### src/rtl/mhf_pkg.sv
package mhf_pkg;
   localparam int CTL_ALL   = 0;
   localparam int CTL_PHYS  = 1;
   localparam int CTL_MCAST = 2;
   localparam int CTL_BCAST = 3;
   localparam logic [31:0] CRC_POLY = 32'h04C11DB7;

   typedef struct packed {
      logic accept;
      logic bcast;
      logic phys;
      logic mcast;
   } verdict_t;

   // one byte into the CRC, bit 0 first, no reflection
   function automatic logic [31:0] crc_feed_byte(input logic [31:0] c_in,
                                                 input logic [7:0]  d);
      logic [31:0] c;
      logic        fb;
      c = c_in;
      for (int i = 0; i < 8; i++) begin
         fb = c[31] ^ d[i];
         c  = {c[30:0], 1'b0};
         if (fb) c = c ^ CRC_POLY;
      end
      return c;
   endfunction
endpackage

### src/rtl/mhf_addr_track.sv
module mhf_addr_track #(
   parameter int N_BYTES = 6,
   localparam int CW = $clog2(N_BYTES + 1),
   localparam int AW = 8 * N_BYTES
) (
   input  logic          clk,
   input  logic          rst_n,
   input  logic          sof,
   input  logic          byte_vld,
   input  logic [7:0]    byte_data,
   output logic          take,
   output logic          last,
   output logic [AW-1:0] addr_now
);
   logic [CW-1:0] cnt_q, cnt_base;
   logic [AW-1:0] hold_q;

   assign cnt_base = sof ? '0 : cnt_q;
   assign take     = byte_vld && (cnt_base < CW'(N_BYTES));
   assign last     = take && (cnt_base == CW'(N_BYTES - 1));

   always_comb begin
      addr_now = sof ? '0 : hold_q;
      for (int k = 0; k < N_BYTES; k++)
         if (take && cnt_base == CW'(k)) addr_now[8*k +: 8] = byte_data;
   end

   always_ff @(posedge clk or negedge rst_n) begin
      if (!rst_n) begin
         cnt_q  <= '0;
         hold_q <= '0;
      end else if (sof || take) begin
         cnt_q  <= cnt_base + CW'(take);
         hold_q <= addr_now;
      end
   end

   // counter never runs past the address length
   a_r11_cnt_bounded: assert property (@(posedge clk) disable iff (!rst_n)
      cnt_q <= CW'(N_BYTES));
   // sof with a byte makes that byte the first one
   a_r10_sof_first_byte: assert property (@(posedge clk) disable iff (!rst_n)
      sof && byte_vld |=> cnt_q == CW'(1));
   // a byte after a complete address leaves the held address alone
   a_r11_extra_ignored: assert property (@(posedge clk) disable iff (!rst_n)
      !sof && byte_vld && cnt_q == CW'(N_BYTES) |=> $stable(hold_q));
endmodule

### src/rtl/mhf_crc_unit.sv
module mhf_crc_unit (
   input  logic        clk,
   input  logic        rst_n,
   input  logic        sof,
   input  logic        take,
   input  logic [7:0]  byte_data,
   output logic [31:0] crc_next
);
   import mhf_pkg::*;
   logic [31:0] crc_q, crc_base;

   assign crc_base = sof ? '1 : crc_q;
   assign crc_next = take ? crc_feed_byte(crc_base, byte_data) : crc_base;

   always_ff @(posedge clk or negedge rst_n) begin
      if (!rst_n) crc_q <= '1;
      else        crc_q <= crc_next;
   end

   // a bare sof reseeds the CRC to all ones
   a_r10_seed: assert property (@(posedge clk) disable iff (!rst_n)
      sof && !take |=> crc_q == 32'hFFFF_FFFF);
   // no byte taken, CRC unchanged
   a_r11_crc_hold: assert property (@(posedge clk) disable iff (!rst_n)
      !sof && !take |=> $stable(crc_q));
endmodule

### src/rtl/mhf_hash_table.sv
module mhf_hash_table #(
   parameter int HASH_BITS = 6,
   parameter int WORD_W    = 32,
   localparam int TBL      = 2 ** HASH_BITS,
   localparam int NWORDS   = TBL / WORD_W,
   localparam int SELW     = (NWORDS > 1) ? $clog2(NWORDS) : 1,
   localparam int NB       = WORD_W / 8
) (
   input  logic                 clk,
   input  logic                 rst_n,
   input  logic                 wr_en,
   input  logic [SELW-1:0]      wr_sel,
   input  logic [WORD_W-1:0]    wr_data,
   input  logic                 layout_swap,
   input  logic [HASH_BITS-1:0] rd_idx,
   output logic                 rd_bit
);
   if (TBL % WORD_W != 0 || WORD_W % 8 != 0) begin : g_bad_geometry
      $error("table size must be a multiple of the word, word a multiple of 8");
   end

   logic [WORD_W-1:0] data_rev;
   logic [TBL-1:0]    tbl_flat;

   for (genvar b = 0; b < NB; b++) begin : g_rev
      assign data_rev[8*b +: 8] = wr_data[8*(NB-1-b) +: 8];
   end

   for (genvar w = 0; w < NWORDS; w++) begin : g_word
      logic [WORD_W-1:0] word_q;
      logic              hit;
      assign hit = wr_en && (layout_swap ? (wr_sel == SELW'(NWORDS - 1 - w))
                                         : (wr_sel == SELW'(w)));
      always_ff @(posedge clk or negedge rst_n) begin
         if (!rst_n)   word_q <= '0;
         else if (hit) word_q <= layout_swap ? data_rev : wr_data;
      end
      assign tbl_flat[w*WORD_W +: WORD_W] = word_q;
   end

   assign rd_bit = tbl_flat[rd_idx];

   // straight layout, select 0 fills the low word
   a_r3_plain_low: assert property (@(posedge clk) disable iff (!rst_n)
      wr_en && !layout_swap && wr_sel == '0 |=> tbl_flat[WORD_W-1:0] == $past(wr_data));
   // swapped layout, select 0 data byte 0 lands in the top byte
   a_r4_swap_top_byte: assert property (@(posedge clk) disable iff (!rst_n)
      wr_en && layout_swap && wr_sel == '0 |=> tbl_flat[TBL-1 -: 8] == $past(wr_data[7:0]));
endmodule

### src/rtl/mcast_hash_filter.sv
module mcast_hash_filter #(
   parameter int N_BYTES   = 6,
   parameter int HASH_BITS = 6,
   parameter int WORD_W    = 32,
   localparam int AW       = 8 * N_BYTES,
   localparam int NWORDS   = (2 ** HASH_BITS) / WORD_W,
   localparam int SELW     = (NWORDS > 1) ? $clog2(NWORDS) : 1
) (
   input  logic              clk,
   input  logic              rst_n,
   input  logic              layout_swap,
   input  logic              tbl_wr_en,
   input  logic [SELW-1:0]   tbl_wr_sel,
   input  logic [WORD_W-1:0] tbl_wr_data,
   input  logic [3:0]        rx_ctl,
   input  logic [AW-1:0]     station_addr,
   input  logic              sof,
   input  logic              byte_vld,
   input  logic [7:0]        byte_data,
   output logic              done,
   output logic              accept,
   output logic              is_bcast,
   output logic              is_phys,
   output logic              is_mcast
);
   import mhf_pkg::*;

   if (HASH_BITS < 1 || HASH_BITS > 32) begin : g_bad_hash
      $error("hash index must take 1 to 32 CRC bits");
   end

   logic                 take, last, bin_hit;
   logic [AW-1:0]        addr_now;
   logic [31:0]          crc_next;
   logic [HASH_BITS-1:0] bin_idx;
   verdict_t             vd_next, vd_q;
   logic                 done_q;

   mhf_addr_track #(.N_BYTES(N_BYTES)) u_track (
      .clk, .rst_n, .sof, .byte_vld, .byte_data,
      .take, .last, .addr_now);

   mhf_crc_unit u_crc (
      .clk, .rst_n, .sof, .take, .byte_data, .crc_next);

   assign bin_idx = crc_next[31 -: HASH_BITS];

   mhf_hash_table #(.HASH_BITS(HASH_BITS), .WORD_W(WORD_W)) u_table (
      .clk, .rst_n, .wr_en(tbl_wr_en), .wr_sel(tbl_wr_sel), .wr_data(tbl_wr_data),
      .layout_swap, .rd_idx(bin_idx), .rd_bit(bin_hit));

   always_comb begin
      logic grp;
      grp           = addr_now[0];
      vd_next.bcast = &addr_now;
      vd_next.mcast = grp && !vd_next.bcast;
      vd_next.phys  = !grp && (addr_now == station_addr);
      // broadcast decided before the hash is looked at
      if (vd_next.bcast)      vd_next.accept = rx_ctl[CTL_BCAST];
      else if (vd_next.mcast) vd_next.accept = rx_ctl[CTL_MCAST] && bin_hit;
      else                    vd_next.accept = vd_next.phys && rx_ctl[CTL_PHYS];
      if (rx_ctl[CTL_ALL]) vd_next.accept = 1'b1;
   end

   always_ff @(posedge clk or negedge rst_n) begin
      if (!rst_n) begin
         done_q <= 1'b0;
         vd_q   <= '0;
      end else begin
         done_q <= last;
         if (last) vd_q <= vd_next;
      end
   end

   assign done     = done_q;
   assign accept   = vd_q.accept;
   assign is_bcast = vd_q.bcast;
   assign is_phys  = vd_q.phys;
   assign is_mcast = vd_q.mcast;

   // done never lasts two cycles
   a_r9_done_pulse: assert property (@(posedge clk) disable iff (!rst_n)
      done |=> !done);
   // verdict holds between strobes
   a_r9_hold: assert property (@(posedge clk) disable iff (!rst_n)
      !done |-> $stable(accept));
   // accept-all wins
   a_r8_accept_all: assert property (@(posedge clk) disable iff (!rst_n)
      done && $past(rx_ctl[CTL_ALL]) |-> accept);
   // at most one class flag per frame
   a_r5_one_class: assert property (@(posedge clk) disable iff (!rst_n)
      done |-> $countones({is_bcast, is_phys, is_mcast}) <= 1);
   // multicast without its enable is dropped
   a_r6_mcast_gate: assert property (@(posedge clk) disable iff (!rst_n)
      done && is_mcast && !$past(rx_ctl[CTL_ALL]) && !$past(rx_ctl[CTL_MCAST]) |-> !accept);
endmodule

### config.mk
export PLATFORM = sky130hd
export DESIGN_NAME = mcast_hash_filter
export DESIGN_NICKNAME = d
export VERILOG_FILES = /design/src/rtl/mhf_pkg.sv /design/src/rtl/mhf_addr_track.sv /design/src/rtl/mhf_crc_unit.sv /design/src/rtl/mhf_hash_table.sv /design/src/rtl/mcast_hash_filter.sv
export SDC_FILE = /design/constraint.sdc
export NUM_CORES = 1
export LEC_CHECK = 0
export ABC_AREA = 1
export BUFFER_PORTS_ARGS = -buffer_cell sky130_fd_sc_hd__buf_2
export CAP_MARGIN = 5
export CORE_MARGIN = 5
export CORE_UTILIZATION = 55
export CTS_BUF_LIST = sky130_fd_sc_hd__clkbuf_4
export CTS_CLUSTER_DIAMETER = 40
export CTS_CLUSTER_SIZE = 30
export DETAILED_ROUTE_END_ITERATION = 10
export MAX_ROUTING_LAYER = met4
export PLACE_DENSITY_LB_ADDON = 0.2
export SLEW_MARGIN = 20
export SYNTH_ARGS = -nofsm -noshare
export SYNTH_HDL_FRONTEND = slang
export SYNTH_SLANG_ARGS = --single-unit
### constraint.sdc
create_clock -name clk -period 2.28 [get_ports clk]
set_input_delay 0.456 -clock clk [delete_from_list [all_inputs] [get_ports clk]]
set_output_delay 0.456 -clock clk [all_outputs]
set_load 0.005 [all_outputs]
[Word-level counts from Yosys, hierarchy flattened]
Cells that the tools add are included.
Word-level totals
  register bits: 152
  input port bits: 99
  output and inout bits: 5
  word-level logic and storage cells: 80
Cells by class
  add/subtract/negate cells: 1
  magnitude comparators: 2
  eq/ne operators: 6
  multiplexer cells: 26
  bitwise logic cells: 17
  reductions and logical operators: 18
Operators by type and width (count)
  two-way mux 27 bit: 8
  inverter 14 bit: 8
  two-way mux 32 bit: 3
  == test 48 bit: 1
  two-way mux 48 bit: 1
  two-way mux 8 bit: 6
  AND reduction 48 bit: 1
  logical AND 1 bit: 13
  bitwise XOR 1 bit: 8
  less-than comparator 6 x 7 -> 1 bit, second input constant: 1
  binary-select mux 1 bit (select 6 bit): 1
  == test 3 x 2 -> 1 bit, second input constant: 2
  == test 3 bit, second input constant: 2
  two-way mux 1 bit: 6
  adder 3 x 1 -> 3 bit: 1
  == test 3 x 1 -> 1 bit, second input constant: 1
  logical NOT 3 bit: 1
  less-than comparator 3 bit, second input constant: 1
  two-way mux 3 bit: 1
  logical NOT 1 bit: 2
  logical OR 1 bit: 1
  inverter 1 bit: 1

[Logic depth before layout (Yosys ltp)]
Gate-level depths: netlist of run 1.
  word-level depth: 24
  gate-level depth with buffers: 22

[Cells and area by module]
A second synthesis of run 1 with hierarchy kept.
Unflattened totals
  cells, all modules: 1437
  area, all modules: 10168.5 µm²
Modules (own cells, without submodules)
  mhf_hash_table: instances 1, cells each 378, area an instance 3606.0 µm², sequential area each 1601.5 µm²
  mhf_crc_unit: instances 1, cells each 403, area an instance 2602.5 µm², sequential area each 840.8 µm²
  mhf_addr_track: instances 1, cells each 348, area an instance 2583.7 µm², sequential area each 1276.2 µm²
  mcast_hash_filter: instances 1, cells each 308, area an instance 1376.3 µm², sequential area each 125.1 µm²

[Worst setup path after synthesis of run 1]
Ideal clock, no wire load.
  path type: in2reg
  start: input sof
  end: register vd_q, in the netlist accept
  library setup time: 0.113 ns
  arrival: 2.230 ns
  data required time: 2.167 ns
  path slack: -0.063 ns
  stages: 19
  path buffers: 2
  cell sequence: buf_6 -> nor2_8 -> xor2_1 -> nand2_1 -> nand2_2 -> nand3_1 -> nand2_1 -> nand2_1 -> nand2_2 -> buf_6 -> nand3_1 -> nand3_1 -> nand3_1 -> nand3_1 -> nand3_1 -> nand3_1 -> nand3_1 -> nand2_1 -> inv_1
Between the ends
  word-level cells in the longest chain between the ends: 19
RTL lines
  from (decl): RTL line mcast_hash_filter.sv:17  | input logic sof,
  two-way mux 32 bit: RTL line mhf_crc_unit.sv:12  | assign crc_base = sof ? '1 : crc_q;
  two-way mux 27 bit (3 in series): RTL line mhf_pkg.sv:24  | if (fb) c = c ^ CRC_POLY;
  inverter 14 bit (no line)
  two-way mux 27 bit: RTL line mhf_pkg.sv:24
  inverter 14 bit (no line)
  two-way mux 27 bit (3 in series): RTL line mhf_pkg.sv:24
  inverter 14 bit (no line)
  two-way mux 27 bit: RTL line mhf_pkg.sv:24
  two-way mux 32 bit: RTL line mhf_crc_unit.sv:13  | assign crc_next = take ? crc_feed_byte(crc_base, byte_data) : crc_base;
  binary-select mux 1 bit (select 6 bit): RTL line mhf_hash_table.sv:41  | assign rd_bit = tbl_flat[rd_idx];
  two-way mux 1 bit (implied by the code): RTL line mhf_hash_table.sv:41
  logical AND 1 bit: RTL line mcast_hash_filter.sv:60  | else if (vd_next.mcast) vd_next.accept = rx_ctl[CTL_MCAST] && bin_hit;
  two-way mux 1 bit: RTL line mcast_hash_filter.sv:60
  two-way mux 1 bit: RTL line mcast_hash_filter.sv:59  | if (vd_next.bcast) vd_next.accept = rx_ctl[CTL_BCAST];
  two-way mux 1 bit: RTL line mcast_hash_filter.sv:62  | if (rx_ctl[CTL_ALL]) vd_next.accept = 1'b1;
  to (signal assigned): RTL line mcast_hash_filter.sv:71  | if (last) vd_q <= vd_next;
  to (decl): RTL line mcast_hash_filter.sv:36  | verdict_t vd_next, vd_q;
Several ways; a longest one is shown, not always the timed one. The select of a mux whose other input is x is not followed.
A chain may end at the register's enable or synchronous reset.

[Worst setup path after layout of run 1]
  start: register u_track.cnt_q[1]
  end: register vd_q, in the netlist accept
Between the ends
  word-level cells in the longest chain between the ends: 11
RTL lines
  from (decl): RTL line mhf_addr_track.sv:15  | logic [CW-1:0] cnt_q, cnt_base;
  from (signal assigned): RTL line mhf_addr_track.sv:33  | cnt_q <= cnt_base + CW'(take);
  two-way mux 3 bit *: RTL line mhf_addr_track.sv:18  | assign cnt_base = sof ? '0 : cnt_q;
  parallel branches: the longest is 10 deep, another holds less-than comparator 3 bit
Mark *: on every way between the ends. The select of a mux whose other input is x is not followed.

==> results of run 1 <==
## repair_timing
item | in CTS | in global routing
pin swaps | 8 | 38
endpoints found under the setup margin | 4 | 7
hold buffers | 1 | 0
endpoints found under the hold margin | 31 | 0
setup buffers | 6 | 12
cloned | 2 | 3
resized for setup | 20 | 65
## metrics by stage
step           instances  util (%)  setup slack, ps  total power (µW)
2_1_floorplan       1099         -            -16.7              5700
3_3_place_gp        1546      67.9             -653              6950
3_5_place_dp        1546      67.9             -691              7040
4_1_cts             1587      70.8             -167              9020
5_1_grt             1602      73.5             -398              9860
6_report            1602      73.5             -257              9290
## layout make-up
| cell class | count | area share (%) |
|---|---|---|
| Multi-Input combinational cell | 800 | 41.6 |
| Sequential cell | 152 | 31.8 |
| Timing Repair Buffer | 298 | 18.7 |
| Inverter | 99 | 3.09 |
| Tap cell | 220 | 2.27 |
| Clock inverter | 15 | 1.56 |
| Clock buffer | 17 | 1.05 |
| Antenna cell | 1 | 0.0207 |
## synth_stat cells (2+ instances only)
library cell / number / area share [%]
o22ai_1: 3 / 0.20
a31oi_1: 2 / 0.14
o2111ai_1: 2 / 0.19
nand2_4: 2 / 0.25
nand2_2: 10 / 0.68
nor4_1: 6 / 0.41
dfstp_2: 32 / 9.2
nand3_1: 96 / 5.2
buf_2: 8 / 0.44
nor2_4: 3 / 0.37
or2_2: 11 / 0.75
mux2_2: 63 / 7.7
nor3_2: 2 / 0.22
clkbuf_1: 24 / 0.98
nor2_8: 5 / 1.1
nor2_1: 77 / 3.2
o21ai_2: 13 / 1.2
dfrtp_1: 120 / 33
inv_2: 10 / 0.41
buf_1: 4 / 0.16
o21ai_0: 64 / 3.5
buf_6: 7 / 0.86
nor3_1: 10 / 0.55
buf_4: 5 / 0.41
nand4_2: 2 / 0.27
inv_1: 88 / 3.6
nand4_1: 37 / 2.5
xor2_1: 54 / 5.2
nand3_4: 2 / 0.38
xnor2_1: 21 / 2.0
a21oi_1: 21 / 1.1
o21ai_1: 30 / 1.6
nand2_1: 246 / 10
nor3b_1: 2 / 0.16
nor2_2: 3 / 0.20
## how the worst max path moves through the flow
| stage | start | end | slack [ps] | cells past startpoint |
|---|---|---|---|---|
| after floorplan | sof | accept | -20 | 19 |
| after global placement | sof | accept | -650 | 17 |
| after detailed placement | sof | accept | -690 | 17 |
| after CTS | u_crc.crc_q[24] | accept | -170 | 20 |
| after global routing | u_crc.crc_q[28] | accept | -400 | 20 |
| final | u_track.cnt_q[1] | accept | -260 | 16 |
## routing by layer
metal | track usage [%] | vias to the layer above
met4 | 7.78 | 0
met2 | 43.1 | 321
met5 | - | -
met3 | 5.07 | 62
li1 | - | 4175
met1 | 36.4 | 4155
## kinds of logic after synthesis
group	synth area share, %
AO/OA/AOI/OAI	8.70
multiplexers	7.74
XOR/XNOR	7.65
flip-flops	42.0
AND/OR/NAND/NOR	26.8
buffers and inverters	7.16
## cells in the final DEF, fill, tap and decap left out, drive strengths merged, types with 7 or more instances in the layout
cell,synthesis,layout
buf,25,294
inv,99,106
or2,11,11
nor2,88,88
xor2,56,56
o21ai,107,107
nor3,12,12
nand4,40,40
nor4,7,7
clkbuf,24,20
nand3,98,99
xnor2,21,21
nand2,258,258
a21oi,21,21
mux2,63,63
dfrtp,120,120
dfstp,32,32
## power breakdown
group          internal, µW  switching, µW
combinational          1800           2030
clock                   788           1070
sequential             3330            262
## sequential cells by signal (all words and copies together) (netlist names)
register,cells
accept,1
u_table.g_word.word_q,64
u_crc.crc_q,32
done,1
is_mcast,1
is_bcast,1
u_track.hold_q,48
is_phys,1
u_track.cnt_q,3
## worst max-delay path, cell delays in order, from the launching register on
cell and delay, ps:
dfrtp_1 420, inv_2 130, buf_6 140, nor2_8 40
nor2_8 170, nand3_4 150, o21ai_1 340, o21ai_1 100
nor2_1 180, nand3_1 110, nor4_2 180, nand2_1 90
nor2_1 130, nand3_1 100, nand3_2 80, nand2_1 70
inv_1 60
==> metrics, run 1 <==
period utilization=111%; DIE WIDTH=between 100 and 150 µm; Reg area=~3800 µm²; GRT Overall Usage=a little over a quarter; Vias/cell=approximately 5.4; highest routed layer=met4; Layout Nets=between 1k and 1.5k; Post-Syn Instances=roughly 1.1k; area post-placement=between 10000 and 15000 µm²; Hold EP=accept; maximum VDD drop=~460 µV; GRT Residual Overflow=0; clock buffer count from CTS=17; Post-Route WL=26500 µm; Post-synth EDFFs=0; CP max FO=5; power density cells=approximately 770 nW/µm²; count of buffers from port buffering=103; failing checks=negative setup slack; final setup vio count=4; M1 WL=around 11000 µm; core box area=approximately 16000 µm²; Setup crit start kind=flop; dominant synthesized flop cell=dfrtp_1; min Tclk post-route=2540 ps; io pins=104; synthesized cell area=just over 9000 µm²; Fillers=around 1.2k; cell area after layout=12100 µm²; WL/cell=approximately 17 µm; Setup crit end kind=flop; detailed placement HPWL=between 15000 and 20000 µm; Area growth syn-to-layout=32.1%; final antenna-violating net count=0; CTS sink cnt=152; Root Driver=clkbuf_4; Slew @ Worst Pin=about 710 ps; Multi-input gate area=between 5000 and 6000 µm²; routed vias=just under 9k; Avg Cell Area, Syn=about 8.3 µm²; skew final=approximately 16 ps; f_max=0.394 GHz; Remaining DRCs=0; RSZ-0062 raised after global routing=yes; final worst setup slack=-257 ps; Critical Path RT=~2800 ps; slew margin rel.=a little over half; Initial Util=55.6%; Total Negative Setup Slacks=-642 ps; outcome=finished, violations left; CTS tree=done; Yosys warning total=0; initial antenna violation count=1; Die H=139 µm; Maximum Capacitance Violations=0; H-tree lvl count=4; RePlAce Congestion=0.978; Site Rows=47; Die ar.=just under 20000 µm²; Synth async-reset ratio=100%; Clock Latency Late Sink=roughly 570 ps; pin count of the biggest net entering global routing=70; worst hold path depth=5; library cells used by synthesis=49; Clock Path Buffers=2; syn nets=roughly 1.2k; CTS clock-pin slew for the worst setup and hold paths=approximately 140 ps; 1st-pass router iterations=6; Met2 Wirelength=between 10000 and 15000 µm; Critical Path AT=roughly 3100 ps; leak pwr=between 0.006 and 0.007 µW; reg-to-reg critical path startpoint=u_track.cnt_q[1]; Crit Path Class=flop to flop; min-delay src=rx_ctl[1]; #FFs+latches synth=between 150 and 200; vias in the first global route=about 8.4k; final hold slack=between 200 and 300 ps; reg-to-reg setup timing slack=-260 ps; Hold Vio Cnt, Final=0; layout cells sized above 1=40.5%; Slew Viols, Final=0; worst r2r dst=accept; met3 wire length=roughly 1700 µm; drt initial violations=between 700 and 800; Seq/Total Area, Yosys=around two fifths; worst hold path type=primary input to flop; reg2reg path depth=16; first-pass GRT wire length=between 40000 and 50000 µm
Note: power is estimated with default switching activity, not from simulation.
==> run 2, diff against run 1 <==
--- a/config.mk
+++ b/config.mk
@@ -9,7 +9,7 @@
 export BUFFER_PORTS_ARGS = -buffer_cell sky130_fd_sc_hd__buf_2
 export CAP_MARGIN = 5
 export CORE_MARGIN = 5
-export CORE_UTILIZATION = 55
+export CORE_UTILIZATION = 56
 export CTS_BUF_LIST = sky130_fd_sc_hd__clkbuf_4
 export CTS_CLUSTER_DIAMETER = 40
 export CTS_CLUSTER_SIZE = 30
@@ -19,4 +19,5 @@
 export SLEW_MARGIN = 20
 export SYNTH_ARGS = -nofsm -noshare
 export SYNTH_HDL_FRONTEND = slang
+export SYNTH_HIERARCHICAL = 1
 export SYNTH_SLANG_ARGS = --single-unit
==> run 2 against run 1 <==
The run still ends with negative setup slack left. Worst hold slack worse by 18 ps. Register-to-register slack got worse by 320 ps. Non-clock buffer count increased by 2. Synthesized cell count rose by 31%. Cell area increased by 11%. Global-route usage grew 0.61 points. Core utilization grew 1.2 points. Wire length rose by 13%. Synthesized area grew 11%. Critical path depth increased by 11. Via count up 19%. Critical path type unchanged. Critical endpoint unchanged. Largest power group is now sequential cells. Highest routed layer unchanged.
==> metrics, run 2 <==
Seq/Total Area, Yosys=37.8% (-4.2 points); largest reg by FF count=u_table/g_word.word_q; skew final=19.2 ps (+2.91 ps); Clock Latency Late Sink=590 ps (+20 ps); Setup crit start kind=flop; leak pwr=0.00719 µW (+17%); Yosys warning total=6 (+6); final antenna-violating net count=0 (unchanged); most common cell after layout, fill and taps aside=nand2_1; pin count of the biggest net entering global routing=65 (-7.1%); Synth top cells by count=531 x nand2_1, 162 x inv_1, 137 x nand3_1; CTS tree=done; CTS clock-pin slew for the worst setup and hold paths=150 ps (about the same); cell area after layout=13400 µm² (+11%); Area growth syn-to-layout=31.5%; Largest register FFs=64 (unchanged); GRT Residual Overflow=0 (unchanged); final hold slack=254 ps (-17.9 ps); Top Registers=u_table/g_word.word_q x64, u_track/hold_q x48, u_crc/crc_q x32; Total Negative Setup Slacks=-612 ps (+30.0 ps); period utilization=125% (+14 points); worst slack, placed=-711 ps (-20.3 ps); Avg Cell Area, Syn=7.08 µm² (-15%); Die H=145 µm (+4.1%); Root Driver=clkbuf_4; io pins=104 (unchanged); post-route insts no fill=1955 (+22%); H-tree lvl count=4 (unchanged); #FFs+latches synth=152 (unchanged); Critical Path AT=3380 ps (+320 ps); Yosys top cell area share=29.5% (-3.2 points); synth top area cells=dfrtp_1 30%, nand2_1 20%, dfstp_2 8.3%, nand3_1 6.7%, inv_1 6.0%; syn nets=1537 (+28%); Remaining DRCs=0 (unchanged); first-pass GRT wire length=45000 µm (+8.1%); library cells used by synthesis=44 (-10%); Post-Route WL=29900 µm (+13%); failing checks=negative setup slack; worst hold path type=primary input to flop; Post-Place Cells=1894 (+23%); Setup crit end kind=flop; Die ar.=21000 µm² (+8.4%); initial antenna violation count=1 (unchanged); Site Rows=49 (+4.3%); RSZ-0062 raised after global routing=yes; Hold Vio Cnt, Final=0 (unchanged); WL/cell=15.3 µm (-7.3%); Layout Nets=1813 (+24%); largest area contributor in the netlist=dfrtp_1; most numerous cell in the Yosys netlist=nand2_1; Clock Path Buffers=2 (unchanged); final setup vio count=3 (-1); detailed placement HPWL=20700 µm (+8.5%); final worst setup slack=-576 ps (-319 ps); Critical Path RT=2810 ps (about the same); area post-placement=12100 µm² (+8.5%); Maximum Capacitance Violations=0 (unchanged); CP max FO=8 (+3); maximum VDD drop=436 µV (-5.0%); core box area=17900 µm² (+8.7%); CTS sink cnt=152 (unchanged); most frequent cells in the layout=467 x nand2_1, 167 x buf_4, 158 x inv_1, 123 x nor2_1, 117 x dfrtp_1; Initial Util=56.8% (+1.2 points); f_max=0.350 GHz (-11%); RePlAce Congestion=0.964 (-1.4%); count of buffers from port buffering=103 (unchanged); dominant synthesized flop cell=dfrtp_1; Post-synth EDFFs=0 (unchanged); Post-Syn Instances=1437 (+31%); Multi-input gate area=5960 µm² (+19%); slew margin rel.=65.7% (+13 points); Reg area=3850 µm² (about the same); clock buffer count from CTS=17 (unchanged); min Tclk post-route=2860 ps (+319 ps); Fillers=1362 (+9.8%); 1st-pass router iterations=6 (unchanged); Crit Path Class=flop to flop; layout cells sized above 1=35.9% (-4.6 points); synthesized cell area=10200 µm² (+11%); Slew Viols, Final=0 (unchanged); power density cells=636 nW/µm² (-17%); DIE WIDTH=145 µm (+4.1%); Synth async-reset ratio=100% (unchanged); GRT Overall Usage=28.0% (+0.61 points); vias in the first global route=9493 (+14%); outcome=finished, violations left; routed vias=10.4k (+19%); drt initial violations=901 (+20%); Slew @ Worst Pin=510 ps (-198 ps); Vias/cell=5.31 (-2.4%)
==> run 2: worst paths after layout <==
path	slack, ps	end	startpoint	cells after the start
setup / recovery	-580	accept	u_crc/crc_q[28]	27
hold / removal	250	u_table/g_word[0].word_q[13]	tbl_wr_data[21]	4
setup reg to reg	-580	accept	u_crc/crc_q[28]	27
hold reg to reg	510	is_phys	is_phys	2
max in group asynchronous	1220	u_crc/crc_q[19]	rst_n	3
min in group asynchronous	330	u_track/hold_q[24]	rst_n	2
==> run 2: metal layers <==
metal | part of all wire (%) | vias to the layer above | global-route usage (%)
li1 | - | 5036 | -
met1 | 41 | 4830 | 34.3
met2 | 48 | 420 | 46.2
met3 | 6.9 | 95 | 4.86
met4 | 3.6 | 0 | 10.9
met5 | 0 | - | -
==> run 2: timing repair <==
action,CTS,global route
setup buffers,2,19
hold buffers,1,0
pin swaps,34,53
resized for setup,51,130
endpoints found under the setup margin,3,4
cloned,4,3
endpoints found under the hold margin,44,0
==> run 2: cell type report <==
type	count	area share, %
multi-input combinational	1065	44.6
sequential	152	28.8
timing repair buffer	300	17.2
inverter	177	5.30
tap	229	2.14
clock inverter	14	1.05
clock buffer	17	0.954
antenna	1	0.0187
==> run 2: per-stage QoR <==
step	power, µW	util (%)
2_1_floorplan	5400	-
4_1_cts	8270	71.0
5_1_grt	9020	74.7
6_report	8500	74.7
3_3_place_gp	6270	67.8
3_5_place_dp	6360	67.8
==> run 2: power by group <==
group / internal, µW / switching (µW)
clock network: 568 / 1110
logic: 1490 / 1860
registers: 3210 / 269
total: 5270 / 3240
==> run 2: worst max-delay path: stages (launching register included) <==
cell,delay [ps]
dfstp_2,570
inv_1,70
nand2_2,100
nand2_2,80
nand2_4,110
nand2_1,90
nand2_2,90
nor2_2,40
inv_1,50
nand3b_1,90
nand2_2,120
nand2_4,70
nand2_8,180
buf_16,150
nand2_1,70
nand3_1,90
nand3_1,100
nand2_1,100
nand2_1,60
nand3_1,100
nand3_2,70
nand2_2,50
nand2_1,60
inv_2,60
nand3_2,80
nand3_2,70
nand2_2,50
inv_1,50
==> run 2: kinds of logic (layout without fill, tap and decap cells) <==
| kind of cell | count (synthesis) | count (layout) | share of synthesized area, % |
|---|---|---|---|
| AO/OA/AOI/OAI | 92 | 92 | 4.66 |
| XOR/XNOR | 33 | 33 | 3.06 |
| adder cells (fa/ha/maj) | 1 | 1 | 0.123 |
| buffers and inverters | 221 | 508 | 9.40 |
| flip-flops | 152 | 152 | 37.8 |
| multiplexers | 64 | 64 | 8.19 |
| other | 0 | 1 | 0 |
| AND/OR/NAND/NOR | 874 | 875 | 36.8 |
